--- config.mk ---
export PLATFORM = sky130hd
export DESIGN_NAME = cbdma_channel
export DESIGN_NICKNAME = d
export VERILOG_FILES = /design/src/rtl/cbdma_pkg.sv /design/src/rtl/cbdma_regs.sv /design/src/rtl/cbdma_seq.sv /design/src/rtl/cbdma_channel.sv
export SDC_FILE = /design/constraint.sdc
export NUM_CORES = 1
export LEC_CHECK = 0
export ABC_AREA = 1
export BUFFER_PORTS_ARGS = -buffer_cell sky130_fd_sc_hd__buf_2
export CORE_ASPECT_RATIO = 0.75
export CORE_MARGIN = 3
export CORE_UTILIZATION = 30
export DETAILED_ROUTE_END_ITERATION = 12
export GPL_TIMING_DRIVEN = 0
export SYNTH_ARGS = -nofsm -noshare
export SYNTH_HDL_FRONTEND = slang
export SYNTH_SLANG_ARGS = --single-unit
--- constraint.sdc ---
create_clock -name clk -period 2.2 [get_ports clk]
set_clock_uncertainty 0.2 [all_clocks]
set_input_delay 0.11 -clock clk [delete_from_list [all_inputs] [get_ports clk]]
set_output_delay 0.11 -clock clk [all_outputs]
set_load 0.005 [all_outputs]
--- src/rtl/cbdma_pkg.sv ---
package cbdma_pkg;
    localparam int WORD_W     = 32;
    localparam int WORD_BYTES = WORD_W / 8;

    localparam int ST_ACTIVE_BIT = 0;
    localparam int ST_DONE_BIT   = 2;

    localparam int MODE_IRQ_BIT  = 0;
    localparam int MODE_DINC_BIT = 4;
    localparam int MODE_SINC_BIT = 8;

    localparam int OFF_STATUS = 'h0;
    localparam int OFF_DESC   = 'h4;

    typedef enum logic [2:0] {
        IDLE,
        LOAD,
        PULL,
        PUSH,
        FINISH
    } seq_state_t;

    typedef struct packed {
        logic irq_en;
        logic dst_inc;
        logic src_inc;
    } mode_t;
endpackage

--- src/rtl/cbdma_regs.sv ---
module cbdma_regs
    import cbdma_pkg::*;
#(
    parameter int ADDR_W = 32,
    parameter int REG_AW = 4
) (
    input  logic                clk,
    input  logic                rst_n,
    input  logic                reg_we,
    input  logic [REG_AW-1:0]   reg_addr,
    input  logic [WORD_W-1:0]   reg_wdata,
    output logic [WORD_W-1:0]   reg_rdata,
    input  logic                busy,
    input  logic                irq_set,
    output logic                start,
    output logic [ADDR_W-1:0]   desc_addr,
    output logic                done_flag
);
    localparam logic [REG_AW-1:0] A_STATUS = REG_AW'(OFF_STATUS);
    localparam logic [REG_AW-1:0] A_DESC   = REG_AW'(OFF_DESC);

    logic wr_status, wr_desc;
    assign wr_status = reg_we && (reg_addr == A_STATUS);
    assign wr_desc   = reg_we && (reg_addr == A_DESC);
    assign start     = wr_status && reg_wdata[ST_ACTIVE_BIT] && !busy;

    always_ff @(posedge clk) begin
        if (!rst_n) begin
            desc_addr <= '0;
            done_flag <= 1'b0;
        end else begin
            if (wr_desc && !busy)
                desc_addr <= reg_wdata[ADDR_W-1:0];
            if (irq_set)
                done_flag <= 1'b1;
            else if (wr_status && reg_wdata[ST_DONE_BIT])
                done_flag <= 1'b0;
        end
    end

    always_comb begin
        reg_rdata = '0;
        if (reg_addr == A_STATUS) begin
            reg_rdata[ST_ACTIVE_BIT] = busy;
            reg_rdata[ST_DONE_BIT]   = done_flag;
        end else if (reg_addr == A_DESC) begin
            reg_rdata = WORD_W'(desc_addr);
        end
    end
endmodule

--- src/rtl/cbdma_seq.sv ---
module cbdma_seq
    import cbdma_pkg::*;
#(
    parameter int ADDR_W = 32
) (
    input  logic                clk,
    input  logic                rst_n,
    input  logic                start,
    input  logic [ADDR_W-1:0]   desc_addr,
    output logic                mem_req,
    output logic                mem_we,
    output logic [ADDR_W-1:0]   mem_addr,
    output logic [WORD_W-1:0]   mem_wdata,
    input  logic                mem_ack,
    input  logic [WORD_W-1:0]   mem_rdata,
    output logic                busy,
    output logic                irq_set
);
    localparam int DESC_WORDS = 4;
    localparam int IDX_W      = $clog2(DESC_WORDS);
    localparam logic [ADDR_W-1:0] STEP = ADDR_W'(WORD_BYTES);
    localparam logic [WORD_W-1:0] LSTEP = WORD_W'(WORD_BYTES);
    localparam logic [IDX_W-1:0]  LAST_IDX = IDX_W'(DESC_WORDS - 1);

    seq_state_t state_q, state_d;
    logic [IDX_W-1:0]  idx_q;
    mode_t             mode_q;
    logic [ADDR_W-1:0] src_q, dst_q;
    logic [WORD_W-1:0] left_q, data_q;

    always_comb begin
        state_d = state_q;
        unique case (state_q)
            IDLE:   if (start) state_d = LOAD;
            LOAD:   if (mem_ack && idx_q == LAST_IDX)
                        state_d = (mem_rdata == '0) ? FINISH : PULL;
            PULL:   if (mem_ack) state_d = PUSH;
            PUSH:   if (mem_ack) state_d = (left_q <= LSTEP) ? FINISH : PULL;
            FINISH: state_d = IDLE;
            default: state_d = IDLE;
        endcase
    end

    always_ff @(posedge clk) begin
        if (!rst_n) state_q <= IDLE;
        else        state_q <= state_d;
    end

    always_ff @(posedge clk) begin
        if (!rst_n) begin
            idx_q  <= '0;
            mode_q <= '0;
            src_q  <= '0;
            dst_q  <= '0;
            left_q <= '0;
            data_q <= '0;
        end else begin
            unique case (state_q)
                IDLE: idx_q <= '0;
                LOAD: if (mem_ack) begin
                    idx_q <= idx_q + 1'b1;
                    unique case (idx_q)
                        2'd0: begin
                            mode_q.irq_en  <= mem_rdata[MODE_IRQ_BIT];
                            mode_q.dst_inc <= mem_rdata[MODE_DINC_BIT];
                            mode_q.src_inc <= mem_rdata[MODE_SINC_BIT];
                        end
                        2'd1: src_q  <= mem_rdata[ADDR_W-1:0];
                        2'd2: dst_q  <= mem_rdata[ADDR_W-1:0];
                        default: left_q <= mem_rdata;
                    endcase
                end
                PULL: if (mem_ack) begin
                    data_q <= mem_rdata;
                    if (mode_q.src_inc) src_q <= src_q + STEP;
                end
                PUSH: if (mem_ack) begin
                    if (mode_q.dst_inc) dst_q <= dst_q + STEP;
                    if (left_q > LSTEP) left_q <= left_q - LSTEP;
                end
                default: ;
            endcase
        end
    end

    always_comb begin
        mem_req   = 1'b0;
        mem_we    = 1'b0;
        mem_addr  = dst_q;
        mem_wdata = data_q;
        busy      = (state_q != IDLE);
        irq_set   = 1'b0;
        unique case (state_q)
            LOAD: begin
                mem_req  = 1'b1;
                mem_addr = desc_addr + ADDR_W'({idx_q, 2'b00});
            end
            PULL: begin
                mem_req  = 1'b1;
                mem_addr = src_q;
            end
            PUSH: begin
                mem_req = 1'b1;
                mem_we  = 1'b1;
            end
            FINISH: irq_set = mode_q.irq_en;
            default: ;
        endcase
    end
endmodule

--- src/rtl/cbdma_channel.sv ---
module cbdma_channel
    import cbdma_pkg::*;
#(
    parameter int ADDR_W = 32,
    parameter int REG_AW = 4
) (
    input  logic                clk,
    input  logic                rst_n,
    input  logic                reg_we,
    input  logic [REG_AW-1:0]   reg_addr,
    input  logic [31:0]         reg_wdata,
    output logic [31:0]         reg_rdata,
    output logic                mem_req,
    output logic                mem_we,
    output logic [ADDR_W-1:0]   mem_addr,
    output logic [31:0]         mem_wdata,
    input  logic                mem_ack,
    input  logic [31:0]         mem_rdata,
    output logic                irq
);
    logic              busy, irq_set, start, done_flag;
    logic [ADDR_W-1:0] desc_addr;

    cbdma_regs #(.ADDR_W(ADDR_W), .REG_AW(REG_AW)) u_regs (
        .clk(clk), .rst_n(rst_n), .reg_we(reg_we), .reg_addr(reg_addr),
        .reg_wdata(reg_wdata), .reg_rdata(reg_rdata), .busy(busy),
        .irq_set(irq_set), .start(start), .desc_addr(desc_addr),
        .done_flag(done_flag)
    );

    cbdma_seq #(.ADDR_W(ADDR_W)) u_seq (
        .clk(clk), .rst_n(rst_n), .start(start), .desc_addr(desc_addr),
        .mem_req(mem_req), .mem_we(mem_we), .mem_addr(mem_addr),
        .mem_wdata(mem_wdata), .mem_ack(mem_ack), .mem_rdata(mem_rdata),
        .busy(busy), .irq_set(irq_set)
    );

    assign irq = done_flag;
endmodule

Word level (Yosys, flattened, before mapping)
Index checks and enable logic that the tools add are counted.
Widths: inputs -> output; s select.
- register bits: 169
- latch bits: 0
- bits in writable memories: 0
- memory bits (read-only): 0
- bits of input ports: 72
- output and inout port bits: 99
- logic and storage cells: 98
- memories: 0
- add/sub/neg operators: 5
- multipliers: 0
- div/mod/pow operators: 0
- order comparisons: 2
- equal/unequal tests: 19
- shifts and indexed selects: 0
- multiplexer cells: 35
- bitwise logic cells: 0
- reductions and logical operators: 26
- operators with widths (kind ; count):
    $mux 32 ; 13
    $pmux 32 s2 ; 4
    $add 32x3->32 const B ; 2
    $add 32x4->32 ; 1
    $gt 32x3->1 const B ; 1
    $le 32x3->1 const B ; 1
    $logic_not 32->1 ; 1
    $sub 32x3->32 const B ; 1
    $mux 29 ; 1
    $mux 3 ; 6
    $reduce_and 5->1 ; 3
    $ne 2x2->1 const B ; 7
    $pmux 3 s4 ; 1
    $mux 1 ; 8
    $ne 2x1->1 const B ; 4
    $reduce_bool 2->1 ; 4
    $logic_and 1x1->1 ; 7
    $eq 3x2->1 const B ; 2
    $reduce_or 3->1 ; 2
    $eq 2x2->1 const B ; 2
    $eq 4x3->1 const B ; 1
    $logic_not 4->1 ; 1
    $pmux 2 s2 ; 1
    $reduce_and 2->1 ; 2
    other kinds (11) ; 11

Depth between registers and ports, before layout
Gate-level depths: netlist (run 1).
- word-level depth: 6
- gate-level depth with buffers: 14
- gate-level depth less buffers: 13

Cells and area by module
Synthesis (run 1) repeated with hierarchy kept, for this count alone.
- cells, all modules: 2054
- area, all modules: 11842.6 sq um
- by module, submodules not included (module ; instances ; cells each ; area an instance (sq um) ; seq. area each (sq um)):
    cbdma_seq ; 1 ; 1726 ; 9962.1 ; 2722.6
    cbdma_regs ; 1 ; 328 ; 1880.6 ; 660.6

Least setup slack after synthesis (run 1)
Ideal clock, no wire load.
- kind: register -> output
- from: register u_seq.idx_q[0]
- to: output port mem_addr[22]
- data arrival time: 1.938 ns
- required time: 1.890 ns
- path slack: -0.048 ns
- cell stages (with the launch flop): 13
- buffers on the path: 0
- path through: dfxtp_1 ha_1 inv_1 fa_1 inv_1 nand3_1 nor2_1 nand2_1 nor2_2 nand3_1 o21ai_1 nand3_1 nand3_1
- longest elaborated chain between the ends: 2
- RTL lines (element ; RTL line ; text):
    from (decl) ; cbdma_seq.sv:26 ; logic [IDX_W-1:0] idx_q;
    from (signal assigned) ; cbdma_seq.sv:61 ; idx_q <= idx_q + 1'b1;
    $add 32x4->32 ; cbdma_seq.sv:96 ; mem_addr = desc_addr + ADDR_W'({idx_q, 2'b00});
    $pmux 32 s2 ; cbdma_seq.sv:93 ; unique case (state_q)
    to (decl) ; cbdma_channel.sv:15 ; output logic [ADDR_W-1:0] mem_addr,
No other way between the ends.

Worst setup path in the final report (run 1)
- from: register u_seq.idx_q[0]
- to: output port mem_addr[12]
The elaborated chain is that of the path after synthesis.

==> impl_metrics.tcl, run 1 <==
set metrics [dict create \
    rr_endpoint "u_seq.dst_q[24]$_SDFFE_PN0P_" \
    worstSetupPathType "reg -> out" \
    floorplan.initialDensity_pct 30.6 \
    grt_pass1_wl_microns 81600 \
    cts_root_buffer "clkbuf_16" \
    die_w_microns 231 \
    drive_gt1_share_pct 19.0 \
    die_y_microns 175 \
    worstPathCellList "ha_4 -> inv_2 -> fa_2 -> inv_2 -> nand3_4 -> nor2_4 -> nand2_2 -> nor2_4 -> nand2_2 -> o211ai_1 -> o211ai_1 -> buf_2" \
    ys_types 41 \
    synth_fp_nets 2003 \
    clk_pin_slew_ns 0.08 \
    critPathRequiredTime_ns 1.89 \
    endpoint_kind "primary output" \
    area_growth_pct 32.2 \
    power.density_mw_per_mm2 523 \
    cts_inserted_buffers 17 \
    period_share_pct 132 \
    tritoncts "yes" \
    timing.hold.ws_ns 0.0779 \
    grt_usage_pct 26.8 \
    hold_path.class "in -> reg" \
    post-place-ws_ns -0.719 \
    status "complete, but fails checks" \
    routed_wirelength_microns 55700 \
    syn_avg_cell_area_sq_um 5.95 \
    final_util_pct 40.5 \
    wl_per_cell_microns 20.4 \
    ios 171 \
    finalHoldViolations 0 \
    crit_path_top_delay_cell "dfxtp_4" \
    ir_worst_vdd_v 0.000569 \
    crit_end "mem_addr[12]" \
    grt_setup_unrepaired "yes" \
    yosysSeqAreaShare_pct 29.6 \
    setup_ws_ns -0.709 \
    drv_slew 0 \
    dpl.cell_count 2592 \
    cap_violations 0 \
    synth_cells 1919 \
    antenna_found_initial 1 \
    r2r_setup_slack_ns 0.03 \
    fmax_mhz 344 \
    fin_crit_ns 2.91 \
    r2r_cells 12 \
    postRouteAntennaNets 0 \
    dieArea_sq_mm 0.0405 \
    drt-pass1-iter-count 8 \
    overflow 0 \
    tns_ns -12.79 \
    syn-cell-area_sq_mm 0.0114 \
    worstMarginPinSlew_ns 1.03 \
    slowest_delay_ns 0.39 \
    synth_ff_type "dfxtp_1" \
    first_global_vias 13200 \
    insertion_delay_ns 0.46 \
    violations "negative setup slack" \
    synthArstFlopShare_pct 0 \
    synth-edff-count 0 \
    core_sq_mm 0.0373 \
    io_buffers 169 \
    p_leak_nw 6.63 \
    r2r_start "u_seq.state_q[2]$_SDFFE_PN0P_" \
    grt_max_degree 19 \
    viasPerCell 5.30 \
    n_fill_cell 4039 \
    htreeDepth 4 \
    place_congestion 1.03 \
    nets 2294 \
    ys.warnings.count 0 \
    crit_fanout 4 \
    clockBufferDepth 2 \
    cp-startpoint "u_seq.idx_q[0]$_SDFFE_PN0P_" \
    rows 61 \
    post-route-drc-count 0 \
    drt_iter0_markers 1724 \
    ys_ff_latch 169 \
    antenna_cells 0 \
    fin_cells 2727 \
    place_hpwl_microns 43500 \
    setup_viol 31 \
    arrival_ns 2.60 \
    route.vias.total 14500 \
    cts.sinks 169 \
    max-slew-margin-rel_pct 31.3 \
    worstSetupStartpointType "register" \
]
## flip-flops by register name, summed over array words and instances, names as in the netlist
signal            cells
u_regs.desc_addr     32
u_regs.done_flag      1
u_seq.dst_q          32
u_seq.idx_q           2
u_seq.left_q         32
u_seq.mem_wdata      32
u_seq.mode_q          3
u_seq.src_q          32
u_seq.state_q         3
## where the power goes
part / total, mW / switching, mW / internal, mW / leakage (nW)
Combinational: 1.49 / 0.947 / 0.545 / 4.98
Sequential: 3.25 / 0.103 / 3.14 / 1.37
Clock: 3.16 / 1.61 / 1.55 / 0.285
Total: 7.90 / 2.66 / 5.24 / 6.63
## cell usage after synthesis (12+ instances only)
| cell | n | area [sq um] |
|---|---|---|
| nand4_1 | 22 | 138 |
| nor3_1 | 43 | 215 |
| clkbuf_1 | 35 | 131 |
| buf_2 | 27 | 135 |
| inv_1 | 194 | 728 |
| nand2_1 | 525 | 1970 |
| buf_6 | 12 | 135 |
| nor2_1 | 288 | 1080 |
| a21oi_1 | 150 | 751 |
| o21ai_0 | 143 | 716 |
| o211ai_1 | 18 | 135 |
| nand3_1 | 161 | 806 |
| a31oi_1 | 14 | 87.6 |
| xor2_1 | 21 | 184 |
| dfxtp_1 | 169 | 3380 |
## cell families (layout without fill, tap and decap cells)
family / count (synthesis) / count (layout) / share of synthesized area, %
compound gates: 350 / 350 / 16.6
xor+xnor: 22 / 22 / 1.69
fa+ha+maj: 12 / 12 / 1.38
buf+inv: 289 / 593 / 10.9
flops: 169 / 169 / 29.6
simple gates: 1077 / 1077 / 39.8
## stage by stage
stage          cell area [sq um]  power (mW)
5_1_grt                    15100        8.11
3_3_place_gp               12900        4.42
4_1_cts                    14700        7.83
2_1_floorplan              11400        3.91
3_5_place_dp               12900        4.43
6_report                   15100        7.90
## placed cells by master (no fill, tap or decap), drive strengths merged, types with 6 or more instances in the layout
| cell | Yosys | final |
|---|---|---|
| clkinv | 1 | 6 |
| xor2 | 21 | 21 |
| o21ai | 150 | 150 |
| inv | 201 | 209 |
| nor2 | 300 | 300 |
| ha | 11 | 11 |
| nand4 | 22 | 22 |
| nand3 | 163 | 163 |
| o221ai | 8 | 8 |
| nor3 | 47 | 47 |
| nand2 | 532 | 532 |
| nand3b | 11 | 11 |
| buf | 52 | 252 |
| clkbuf | 35 | 55 |
| a21oi | 152 | 152 |
| dfxtp | 169 | 169 |
| a31oi | 14 | 14 |
| o211ai | 18 | 18 |
| dlygate4sd3 | 0 | 70 |
## worst max-delay path: cells and delay by family, from the launching register on
| family | cells | cell delay [ns] |
|---|---|---|
| compound gates | 2 | 0.43 |
| buf+inv | 3 | 0.32 |
| fa+ha+maj | 2 | 0.47 |
| simple gates | 5 | 0.53 |
| flops | 1 | 0.39 |
## layout make-up
class                      count  area, sq um  share of cell area [%]
clock buffer                  18          439                    2.91
timing repair buffer         272         1840                    12.2
multi-input combinational   1461         7270                    48.1
clock inverter                14          149                   0.985
buffer                        87          612                    4.05
inverter                     202          768                    5.08
tap                          504          631                    4.17
sequential                   169         3400                    22.5
## per-layer routing
layer	global-route usage (%)	part of all wire, %	vias up
met5	0	0.016	-
met4	7.85	2.6	2
met3	7.81	11	84
met2	37.7	40	729
met1	39.1	46	6840
li1	-	-	6798
## worst min path at each step
stage / startpoint / cells after the start / endpoint / slack (ns)
finish: reg_addr[3] / 5 / u_regs.desc_addr[2]$_SDFFE_PN0P_ / 0.08
global route: reg_addr[3] / 5 / u_regs.desc_addr[1]$_SDFFE_PN0P_ / 0.12
CTS: reg_addr[3] / 5 / u_regs.desc_addr[2]$_SDFFE_PN0P_ / 0.18
detailed placement: reg_wdata[4] / 3 / u_regs.desc_addr[4]$_SDFFE_PN0P_ / 0.20
global placement: reg_wdata[1] / 3 / u_regs.desc_addr[1]$_SDFFE_PN0P_ / 0.20
floorplan: mem_rdata[0] / 2 / u_seq.mode_q[2]$_SDFFE_PN0P_ / 0.06
## what timing repair did
item,CTS,global route
pin swaps,23,17
gates resized for setup,109,75
endpoints found under the setup margin,68,138
hold endpoints to repair,115,0
buffers inserted,20,14
hold buffers,70,0
Power figures use the tool's default switching activity.
==> run 2, diff against run 1 <==
BUFFER_PORTS_ARGS = -buffer_cell sky130_fd_sc_hd__buf_4   (was -buffer_cell sky130_fd_sc_hd__buf_2)
==> run 2 against run 1 <==
- the flow still finishes with violations (negative setup slack)
- die area unchanged
- clock power up 2%
- hold slack worse by 0.041 ns
- maximum frequency down 0.32%
- final cell count up 0.55%
- utilization up 1.7 points
- sequential power about the same
- via count up 0.70%
- flip-flop and latch count unchanged
- combinational power up 13%
- cell area up 4.3%
- count of clock-buffer cells in the layout unchanged
- critical endpoint unchanged
- largest cell class unchanged
- largest power group unchanged
- highest routed layer is now met4
==> impl_metrics.tcl, run 2 (synthesis results as in run 1) <==
set metrics [dict create \
    seq_power_share_pct 39.8 \
    rows 61 \
    nets 2310 \
    routed_wirelength_microns 56200 \
    overflow 0 \
    viasPerCell 5.31 \
    hold_path.class "in -> reg" \
    floorplan.initialDensity_pct 30.6 \
    crit_path_top_delay_cell "dfxtp_4" \
    n_fill_cell 3941 \
    violations "negative setup slack" \
    crit_fanout 4 \
    fin_crit_ns 2.92 \
    setup_ws_ns -0.718 \
    drv_slew 0 \
    dieArea_sq_mm 0.0405 \
    grt_pass1_wl_microns 82600 \
    drt_iter0_markers 1713 \
    first_global_vias 13400 \
    post-place-ws_ns -0.770 \
    swShare_pct 32.0 \
    period_share_pct 133 \
    worstSetupPathType "reg -> out" \
    antenna_cells 0 \
    die_y_microns 175 \
    multi_input_area_sq_mm 0.00731 \
    postRouteAntennaNets 0 \
    status "complete, but fails checks" \
    comb_power_share_pct 20.6 \
    fmax_mhz 343 \
    ios 171 \
    fin_cells 2742 \
    post-route-drc-count 0 \
    grt_setup_unrepaired "yes" \
    finalHoldViolations 0 \
    place_hpwl_microns 43600 \
    io_buffers 169 \
    final_cell_mix "nand2_1, nor2_1, buf_4" \
    worstPathCellList "ha_4 -> inv_2 -> fa_2 -> inv_2 -> nand3_4 -> nor2_4 -> nand2_2 -> nor2_4 -> nand2_2 -> o211ai_1 -> o211ai_1 -> buf_4" \
    die_w_microns 231 \
    regArea_sq_mm 0.00341 \
    antenna_found_initial 1 \
    critPathTopFamily "simple AND/OR/NAND/NOR gates" \
    crit_buf_inv 3 \
    route.vias.total 14600 \
    finalPower_mw 8.15 \
    arrival_ns 2.61 \
    tritoncts "yes" \
    ir_worst_vdd_v 0.000557 \
    slowest_delay_ns 0.37 \
    wl_per_cell_microns 20.5 \
    worstSetupStartpointType "register" \
    core_sq_mm 0.0373 \
    cts_root_buffer "clkbuf_16" \
    clockBufferDepth 2 \
    intPower_mw 5.54 \
    max-slew-margin-rel_pct 31.1 \
    htreeDepth 4 \
    place_congestion 1.02 \
    timing.hold.ws_ns 0.0374 \
    cts_inserted_buffers 17 \
    cap_violations 0 \
    critPathRequiredTime_ns 1.89 \
    drive_gt1_share_pct 19.4 \
    worstMarginPinSlew_ns 1.03 \
    drt-pass1-iter-count 6 \
    cts.sinks 169 \
    area_growth_pct 37.9 \
    final_common_cell "nand2_1" \
    endpoint_kind "primary output" \
    dpl.cell_count 2592 \
    setup_viol 31 \
    switching_power_mw 2.61 \
    power.density_mw_per_mm2 517 \
    grt_max_degree 17 \
    clkPwrFrac_pct 39.6 \
    p_leak_nw 6.80 \
    grt_usage_pct 26.9 \
    clk_pin_slew_ns 0.08 \
    insertion_delay_ns 0.46 \
]
-- run 2: changes by cell type in the layout (fill, tap and decap cells not counted), sizes merged --
| cell | previous run | this run |
|---|---|---|
| buf | 252 | 271 |
| clkbuf | 55 | 52 |
| clkinv | 6 | 3 |
| bufinv | 0 | 2 |
| clkinvlp | 1 | 3 |
| inv | 209 | 207 |
-- run 2: power groups by stage --
stage | Clock [mW] | Combinational (mW) | Sequential [mW]
6_report | 3.22 | 1.68 | 3.24
5_1_grt | 3.36 | 1.78 | 3.25
4_1_cts | 3.23 | 1.57 | 3.24
3_5_place_dp | 0 | 1.18 | 3.30
3_3_place_gp | 0 | 1.18 | 3.30
2_1_floorplan | 0 | 0.632 | 3.27
-- run 2: cell type report --
type,instances,area share [%]
repair buffers,289,15.6
well taps,504,4.00
inverters,202,4.84
clock inverters,13,0.984
flip-flops and latches,169,21.6
clock buffers,18,2.79
multi-input cells,1461,46.4
plain buffers,86,3.80
-- run 2: metrics by stage --
stage | util (%) | instance area [sq um] | TNS (ns)
after global routing | 42.2 | 15800 | -16.10
after detailed placement | 35.7 | 13300 | -11.46
after global placement | 35.7 | 13300 | -11.87
final | 42.2 | 15800 | -13.02
after CTS | 41.3 | 15400 | -12.83
after floorplan | - | 11400 | 0
-- run 2: what timing repair did --
action,in CTS,in global routing
hold buffers,70,0
endpoints found under the setup margin,54,159
pin swaps,31,19
gates cloned,1,0
setup buffers,33,16
resized for setup,140,67
endpoints found under the hold margin,119,0
-- run 2: final timing paths --
| kind | start | endpoint | slack (ns) | depth (start not counted) |
|---|---|---|---|---|
| hold reg to reg | u_seq.left_q[0]$_SDFFE_PN0P_ | u_seq.left_q[0]$_SDFFE_PN0P_ | 0.27 | 2 |
| setup reg to reg | u_seq.state_q[0]$_SDFFE_PN0P_ | u_seq.left_q[1]$_SDFFE_PN0P_ | 0.01 | 9 |
| hold / removal | reg_addr[3] | u_regs.desc_addr[1]$_SDFFE_PN0P_ | 0.04 | 5 |
| setup / recovery | u_seq.idx_q[0]$_SDFFE_PN0P_ | mem_addr[12] | -0.72 | 12 |
-- run 2: per-layer routing --
metal	up-vias	GRT usage [%]	part of all wire, %
li1	6843	-	-
met1	6869	40.1	46
met2	779	38.7	41
met3	63	6.13	11
met4	0	6.94	2.2
met5	-	0	0
-- run 2: tightest hold or removal path, cell delays in order --
cell,delay (ns)
buf_4,0.11
nor3_2,0.06
nand3_2,0.17
o21ai_0,0.10
a21oi_1,0.10
